==> src/rtl/eth_tx_pkg.sv <==
package eth_tx_pkg;

    typedef enum logic [2:0] {
        S_IDLE,
        S_PRE,
        S_DATA,
        S_PAD,
        S_CRC,
        S_IFG
    } tx_state_t;

    localparam logic [31:0] CRC_POLY   = 32'h04C11DB7;
    localparam logic [3:0]  NIB_PRE    = 4'h5;
    localparam logic [3:0]  NIB_SFD_HI = 4'hD;
    localparam int          FCS_BYTES  = 4;
    localparam int          FCS_NIBS   = 2 * FCS_BYTES;

    // Advance the CRC by one nibble, bit 0 first (serial wire order).
    function automatic logic [31:0] crc_nib_step(input logic [31:0] c, input logic [3:0] nib);
        logic [31:0] r;
        r = c;
        for (int i = 0; i < 4; i++) begin
            if (r[31] ^ nib[i]) r = {r[30:0], 1'b0} ^ CRC_POLY;
            else                r = {r[30:0], 1'b0};
        end
        return r;
    endfunction

    // Complemented top four coefficients, x^31 placed on bit 0.
    function automatic logic [3:0] fcs_out(input logic [31:0] c);
        return ~{c[28], c[29], c[30], c[31]};
    endfunction

endpackage

==> src/rtl/eth_tx_crc.sv <==
module eth_tx_crc
    import eth_tx_pkg::*;
(
    input  logic       clk,
    input  logic       rst,
    input  logic       init,
    input  logic       update,
    input  logic       shift,
    input  logic [3:0] nib_in,
    output logic [3:0] fcs_nib
);
    logic [31:0] crc_q;

    always_ff @(posedge clk) begin
        if (rst || init)  crc_q <= '1;
        else if (update)  crc_q <= crc_nib_step(crc_q, nib_in);
        else if (shift)   crc_q <= {crc_q[27:0], 4'h0};
    end

    assign fcs_nib = fcs_out(crc_q);

    a_r8_preset_after_init: assert property (@(posedge clk) disable iff (rst)
        init |=> (fcs_nib == 4'h0));
endmodule

==> src/rtl/eth_tx_seq.sv <==
module eth_tx_seq
    import eth_tx_pkg::*;
#(
    parameter int MIN_FRAME = 64,
    parameter int IFG_CYC   = 24,
    parameter int PRE_NIBS  = 16,
    localparam int CW = $clog2(IFG_CYC + PRE_NIBS + FCS_NIBS),
    localparam int BW = $clog2(MIN_FRAME + 1) + 1
) (
    input  logic          clk,
    input  logic          rst,
    input  logic [7:0]    in_data,
    input  logic          in_valid,
    input  logic          in_last,
    input  logic          pad_dis,
    input  logic          crc_inh,
    output logic          in_ready,
    output tx_state_t     st,
    output logic [CW-1:0] cnt,
    output logic          ph,
    output logic [7:0]    byte_q
);
    logic          last_q, pd_q, ci_q;
    logic [BW-1:0] bcnt, target, bnext;
    tx_state_t     after_data;

    assign target   = ci_q ? BW'(MIN_FRAME) : BW'(MIN_FRAME - FCS_BYTES);
    assign bnext    = (bcnt == '1) ? bcnt : bcnt + 1'b1;
    assign in_ready = (st == S_PRE  && cnt == CW'(PRE_NIBS - 1)) ||
                      (st == S_DATA && ph && !last_q);
    assign after_data = (!pd_q && bcnt < target) ? S_PAD : (ci_q ? S_IFG : S_CRC);

    always_ff @(posedge clk) begin
        if (rst) begin
            st     <= S_IDLE;
            cnt    <= '0;
            ph     <= 1'b0;
            byte_q <= '0;
            last_q <= 1'b0;
            pd_q   <= 1'b0;
            ci_q   <= 1'b0;
            bcnt   <= '0;
        end else begin
            case (st)
                S_IDLE: if (in_valid) begin
                    st   <= S_PRE;
                    cnt  <= '0;
                    pd_q <= pad_dis;
                    ci_q <= crc_inh;
                end
                S_PRE: begin
                    cnt <= cnt + 1'b1;
                    if (cnt == CW'(PRE_NIBS - 1)) begin
                        st     <= S_DATA;
                        cnt    <= '0;
                        ph     <= 1'b0;
                        bcnt   <= BW'(1);
                        byte_q <= in_data;
                        last_q <= in_last;
                    end
                end
                S_DATA: begin
                    ph <= ~ph;
                    if (ph) begin
                        if (last_q) begin
                            st <= after_data;
                            ph <= 1'b0;
                        end else begin
                            byte_q <= in_data;
                            last_q <= in_last;
                            bcnt   <= bnext;
                        end
                    end
                end
                S_PAD: begin
                    ph <= ~ph;
                    if (ph) begin
                        bcnt <= bnext;
                        if (bnext >= target) begin
                            st <= ci_q ? S_IFG : S_CRC;
                            ph <= 1'b0;
                        end
                    end
                end
                S_CRC: begin
                    cnt <= cnt + 1'b1;
                    if (cnt == CW'(FCS_NIBS - 1)) begin
                        st  <= S_IFG;
                        cnt <= '0;
                    end
                end
                default: begin
                    cnt <= cnt + 1'b1;
                    if (cnt == CW'(IFG_CYC - 1)) begin
                        cnt <= '0;
                        if (in_valid) begin
                            st   <= S_PRE;
                            pd_q <= pad_dis;
                            ci_q <= crc_inh;
                        end else begin
                            st <= S_IDLE;
                        end
                    end
                end
            endcase
        end
    end

    a_r6_pad_below_target: assert property (@(posedge clk) disable iff (rst)
        (st == S_PAD) |-> (bcnt < target));
    a_r7_no_pad_when_disabled: assert property (@(posedge clk) disable iff (rst)
        (st == S_PAD) |-> !pd_q);
    a_r12_ready_spacing: assert property (@(posedge clk) disable iff (rst)
        in_ready |=> !in_ready);
endmodule

==> src/rtl/eth_tx_encap.sv <==
module eth_tx_encap
    import eth_tx_pkg::*;
#(
    parameter int MIN_FRAME = 64,
    parameter int IFG_CYC   = 24,
    parameter int PRE_NIBS  = 16,
    localparam int CW = $clog2(IFG_CYC + PRE_NIBS + FCS_NIBS)
) (
    input  logic       clk,
    input  logic       rst,
    input  logic [7:0] in_data,
    input  logic       in_valid,
    input  logic       in_last,
    input  logic       pad_dis,
    input  logic       crc_inh,
    output logic       in_ready,
    output logic [3:0] txd,
    output logic       tx_en
);
    tx_state_t     st;
    logic [CW-1:0] cnt;
    logic          ph;
    logic [7:0]    byte_q;
    logic [3:0]    fcs_nib, body_nib;

    eth_tx_seq #(.MIN_FRAME(MIN_FRAME), .IFG_CYC(IFG_CYC), .PRE_NIBS(PRE_NIBS)) u_seq (
        .clk(clk), .rst(rst), .in_data(in_data), .in_valid(in_valid), .in_last(in_last),
        .pad_dis(pad_dis), .crc_inh(crc_inh), .in_ready(in_ready),
        .st(st), .cnt(cnt), .ph(ph), .byte_q(byte_q)
    );

    assign body_nib = (st == S_DATA) ? (ph ? byte_q[7:4] : byte_q[3:0]) : 4'h0;

    eth_tx_crc u_crc (
        .clk(clk), .rst(rst),
        .init(st == S_PRE),
        .update(st == S_DATA || st == S_PAD),
        .shift(st == S_CRC),
        .nib_in(body_nib),
        .fcs_nib(fcs_nib)
    );

    always_comb begin
        unique case (st)
            S_PRE:   txd = (cnt == CW'(PRE_NIBS - 1)) ? NIB_SFD_HI : NIB_PRE;
            S_DATA:  txd = body_nib;
            S_CRC:   txd = fcs_nib;
            default: txd = 4'h0;
        endcase
    end

    assign tx_en = (st == S_PRE) || (st == S_DATA) || (st == S_PAD) || (st == S_CRC);

    a_r1_reset_quiet: assert property (@(posedge clk)
        rst |=> (!tx_en && !in_ready));
    a_r1_idle_zero: assert property (@(posedge clk) disable iff (rst)
        !tx_en |-> (txd == 4'h0));
    a_r4_ready_inside_frame: assert property (@(posedge clk) disable iff (rst)
        in_ready |-> tx_en);
    a_r10_gap_follows_frame: assert property (@(posedge clk) disable iff (rst)
        $fell(tx_en) |=> !tx_en);
endmodule

==> config.mk <==
export PLATFORM = sky130hd
export DESIGN_NAME = eth_tx_encap
export DESIGN_NICKNAME = d
export VERILOG_FILES = /design/src/rtl/eth_tx_pkg.sv /design/src/rtl/eth_tx_crc.sv /design/src/rtl/eth_tx_seq.sv /design/src/rtl/eth_tx_encap.sv
export SDC_FILE = /design/constraint.sdc
export NUM_CORES = 1
export LEC_CHECK = 0
export ABC_AREA = 1
export BUFFER_PORTS_ARGS = -buffer_cell sky130_fd_sc_hd__buf_2
export CAP_MARGIN = 5
export CORE_ASPECT_RATIO = 1.25
export CORE_MARGIN = 1.5
export CORE_UTILIZATION = 40
export CTS_BUF_LIST = sky130_fd_sc_hd__clkbuf_4
export DETAILED_ROUTE_END_ITERATION = 10
export MAX_ROUTING_LAYER = met4
export PLACE_DENSITY = 0.66
export SYNTH_ARGS = -nofsm -noshare
export SYNTH_HDL_FRONTEND = slang
export SYNTH_SLANG_ARGS = --single-unit
==> constraint.sdc <==
create_clock -name clk -period 6.31 [get_ports clk]
set_input_delay 0.3155 -clock clk [delete_from_list [all_inputs] [get_ports clk]]
set_output_delay 0.3155 -clock clk [all_outputs]
set_load 0.02 [all_outputs]
Word level (Yosys, flattened, before mapping)
Cells that the tools add are included.
W data, S select, Z words.
{ "classes": {"n_eq_ne": 16, "n_lt_le_gt_ge": 2, "addsub": 2, "bitwise": 12, "mux": 60, "n_reduce_logical": 27} }
{ "ops": {"columns": ["op", "n"], "rows": [
  ["$mux W32", 8],
  ["$mux W27", 4],
  ["$mux W8", 8],
  ["$not A14 Y14", 4],
  ["$mux W3", 9],
  ["$mux W6", 4],
  ["$pmux W6 S4", 1],
  ["$pmux W8 S3", 1],
  ["$pmux W8 S2", 1],
  ["$pmux W3 S5", 1],
  ["$mux W1", 14],
  ["$mux W4", 3],
  ["$pmux W4 S3", 1],
  ["$add A8 B1 Y8 const B", 1],
  ["$eq A8 B8 Y1 const B", 1],
  ["$ge A8 B8 Y1", 1],
  ["$lt A8 B8 Y1", 1],
  ["$ne A2 B1 Y1 const B", 4],
  ["$ne A2 B2 Y1 const B", 4],
  ["$reduce_and A8 Y1", 1],
  ["$mux W7", 1],
  ["$add A6 B1 Y6 const B", 1],
  ["$eq A3 B2 Y1 const B", 2],
  ["$eq A6 B3 Y1 const B", 1],
  ["22 further kinds", 42]
]} }
{ "word_totals": {"elab_cells": 128, "register_bits": 61} }

Logic depth before layout (Yosys ltp)
{ "logic_depth": {"depth_word": 17, "mapped_depth": 16, "depth_no_buf": 16} }

Hierarchy
From an unflattened synthesis, not the netlist that was laid out.
{ "unflattened": {"cells_unflattened": 529, "area_unflattened_um2": 3667.3} }
{ "by_module_without_submodules": {"columns": ["mod", "cells_each", "instances", "area_each_um2"], "rows": [
  ["eth_tx_seq", 268, 1, 1820.5],
  ["eth_tx_crc", 217, 1, 1660.3],
  ["eth_tx_encap", 44, 1, 186.4]
]} }

Worst setup path before layout
No wires, ideal clock.
{ "synth_timing": {"path_type": "register -> register", "start": "reg u_seq.bcnt[1]", "end": "reg u_seq.st[1]", "t_required_ps": 6197, "arrival_time_ps": 1927, "stages_incl_launch_ff": 16, "setup_time_ps": 113, "slack_ps": 4270, "cell_sequence": "dfxtp_1 -> ha_1 -> inv_1 -> nor2_1 -> a21oi_1 -> nor2_1 -> inv_1 -> ha_1 -> nand2_1 -> nand3b_1 -> nand2_1 -> nand2_1 -> nand2_1 -> nand2_1 -> nor2_1 -> nor2_1"} }
{ "synth_between": {"elab_chain_len": 6, "word_cells_on_any_way": 12, "classes_between": "add/sub (1); order compare (2); eq/ne (2); mux (5); reduce/logical (2)"} }
{ "synth_rtl": {"columns": ["item", "line", "source"], "rows": [
  ["from (decl)", "eth_tx_seq.sv:24", "logic [BW-1:0] bcnt, target, bnext;"],
  ["from (signal assigned)", "eth_tx_seq.sv:71", "bcnt <= bnext;"],
  ["from (signal assigned)", "eth_tx_seq.sv:78", "bcnt <= bnext;"],
  ["parallel branches: the longest is 6 deep, another holds $add A8 B1 Y8", null, null],
  ["to (signal assigned)", "eth_tx_seq.sv:66", "st <= after_data;"],
  ["to (signal assigned)", "eth_tx_seq.sv:80", "st <= ci_q ? S_IFG : S_CRC;"],
  ["to (decl)", "eth_tx_seq.sv:18", "output tx_state_t st,"]
]} }
Parallel ways; which one is timed is not known. The select of a mux whose other input is x is not followed.
A chain may end at the register's enable or synchronous reset.

Worst setup path after layout
{ "layout_timing": {"start": "reg u_seq.st[2]", "end": "reg u_crc.crc_q[21]"} }
{ "layout_between": {"elab_chain_len": 3, "word_cells_on_any_way": 8, "classes_between": "eq/ne (4); mux (1); reduce/logical (3)"} }
{ "layout_rtl": {"columns": ["item", "line", "source"], "rows": [
  ["$eq A3 B2 Y1", "eth_tx_encap.sv:37", ".update(st == S_DATA || st == S_PAD),"],
  ["$logic_or A1 B1 Y1", "eth_tx_encap.sv:37", null],
  ["$mux W32 / $reduce_bool A2 Y1 (equally long branches)", null, null],
  ["to (signal assigned)", "eth_tx_crc.sv:16", "else if (update) crc_q <= crc_nib_step(crc_q, nib_in);"],
  ["to (signal assigned)", "eth_tx_crc.sv:17", "else if (shift) crc_q <= {crc_q[27:0], 4'h0};"],
  ["to (decl)", "eth_tx_crc.sv:12", "logic [31:0] crc_q;"]
]} }
Parallel ways exist; a longest one is shown, timed or not.

==> impl_metrics.toml <==
[logic_synthesis]
yosys-top-cells-area = "dfxtp_1 (35%), nand2_1 (18%), nand3_1 (9.2%)"
synth_edf_count = 0
syn_area_sq_um = 3483
synthesis.nets = 548
synthArstFlopShare_pct = 0
synth_top_area_share_pct = 35.06
yosys-top-cells-count = "nand2_1 (164), nand3_1 (64), dfxtp_1 (61)"
ys_ff_latch = 61
avgSynthCellArea_sq_um = 6.660
synth.most_common_cell = "nand2_1"
ys.flop_type = "dfxtp_1"
yosysTopAreaCell = "dfxtp_1"
yosys_warnings = 0
synth_cells = 523
ys_seq_area_share_pct = 35.06
yosysUniqueCellTypes = 40

[detailed_routing]
antenna_left = 0
wl_per_cell_um = 12.88
first_pass_iters = 4
vias = 3363
drc = 0
wl_um = 8272
drt_iter0_markers = 219
vias_per_cell = 5.238

[grt]
grt_remaining_overflow = 0
grt_pass1_wl_um = 13880
grt_max_degree = 38
grtUsageTotal_pct = 19.50
antenna_found_initial = 0
grt_pass1_vias = 3142

[worst_hold_path]
hp-class = "input port to flop"

[floorplan]
die_h_um = 107.3
start_util_pct = 41.80
rows = 37
io_pins = 20
core_area_sq_um = 8333
dieArea_sq_um = 9281
die_w_um = 86.47

[clock_tree]
cts_resized = 0
path_clk_slew_ns = 0.10
clkSinkCount = 61
root_buffer = "clkbuf_4"
cts_buffer_depth = 2
cts_hold_buf = 0
cts_setup_buffers = 0
cts_tree = "yes"
htreeDepth = 3
clk_latency_ns = 0.41
numCtsBuffers = 9

[setup_path]
crit_fanout = 37
start_kind = "flop"
required_ns = 6.59
worstPathArrival_ns = 2.78
critical_path_class = "flop to flop"
endpoint_kind = "flop"

[pwr]
peakVddDrop_uv = 247.3
power_density_nw_per_um2 = 423.5
p_leak_nw = 1.863

[final_layout]
antennaDiodeCount = 0
finalNonFillerCells = 642
drive_gt1_share_pct = 9.908
final_cell_area_sq_um = 3762
area_growth_pct = 8.010
nets = 565

[sta]
setup_tns_ns = 0
relSlewSlack_pct = 41.19
fin_crit_ns = 2.495
finalSetupViolations = 0
finalMaxSlewViolations = 0
fin_worst_skew_ns = 0.01209
worstMarginPinSlew_ns = 0.8812
worst_slack_ns = 3.815
min_period_over_period_pct = 39.54
rsz0062_at_grt = "no"
timing.final.hold_violations = 0
max_freq_mhz = 400.8
whs_ns = 0.1215

[placement]
pre_cts_ws_ns = 3.841
placed_area_sq_um = 3628
io_buffers = 19
dp.cells = 626
place_congestion = 0.8700
post-dp-hpwl_um = 6163

[run]
max_cap_viol_count = 0

[outcome]
status = "finished, final reports clean"
==> where the power goes <==
| group | leakage [nW] | total [mW] | internal, mW | switching, mW |
|---|---|---|---|---|
| sequential | 0.499 | 0.588 | 0.496 | 0.0918 |
| clock | 0.0743 | 0.269 | 0.127 | 0.142 |
| combinational | 1.29 | 0.736 | 0.245 | 0.491 |
| total | 1.86 | 1.59 | 0.868 | 0.725 |
==> sequential cells by signal (all words and copies together) (netlist names) <==
signal / flops
u_seq.cnt: 6
u_seq.ph: 1
u_crc.crc_q: 32
u_seq.st: 3
u_seq.last_q: 1
u_seq.ci_q: 1
u_seq.byte_q: 8
u_seq.pd_q: 1
u_seq.bcnt: 8
==> through the flow <==
step	util [%]	power (mW)
finish	45.15	1.593
global route	45.15	1.743
CTS	45.15	1.601
detailed placement	43.54	1.329
global placement	43.54	1.313
floorplan	-	1.166
==> layout by cell type (no fill, tap or decap), types with 5 or more instances in the layout <==
cell,n
inv_2,7
nor2_1,41
ha_1,11
o2111ai_1,10
a21oi_1,23
clkbuf_4,11
buf_2,19
xor2_1,5
o21ai_0,27
nand3_1,64
o211ai_1,9
nand4_1,5
nand2_1,164
dfxtp_1,61
inv_1,47
==> final timing paths <==
check,slack (ns),cells past startpoint,start,end
setup reg to reg,3.81,7,u_seq.st[2],u_crc.crc_q[21]
hold reg to reg,0.47,2,u_crc.crc_q[26],u_crc.crc_q[30]
hold / removal,0.12,3,in_data[6],u_seq.byte_q[6]
setup / recovery,3.81,7,u_seq.st[2],u_crc.crc_q[21]
==> worst max-delay path, stage by stage (launching register included) <==
cell	delay, ns
dfxtp_1	0.42
inv_2	0.10
nand2_4	0.11
inv_2	0.14
nor2_2	0.72
inv_2	0.49
a21oi_1	0.28
o21ai_0	0.11
==> logic make-up after synthesis <==
family	synth area share [%]
and+or+nand+nor	36.17
adders and majority gates	3.951
buffers and inverters	7.974
DFF	35.06
xor gates and xnor gates	2.945
AOI/OAI and AO/OA	13.90
==> area by class of cell <==
type / count / area [sq um]
repair buffers: 19 / 95.09
clock buffers: 11 / 82.58
multi-input cells: 394 / 1984
well taps: 97 / 121.4
fillers: 878 / 4571
clock inverters: 5 / 51.30
inverters: 55 / 206.4
flip-flops and latches: 61 / 1221
==> per-layer routing <==
| metal | vias to the layer above | track usage, % | share of wire (%) |
|---|---|---|---|
| met5 | - | - | 0 |
| met1 | 1522 | 21.14 | 45 |
| met2 | 47 | 33.26 | 49 |
| met4 | 0 | 8.986 | 3.4 |
| li1 | 1772 | - | - |
| met3 | 22 | 4.985 | 2.5 |
Power figures use the tool's default switching activity.
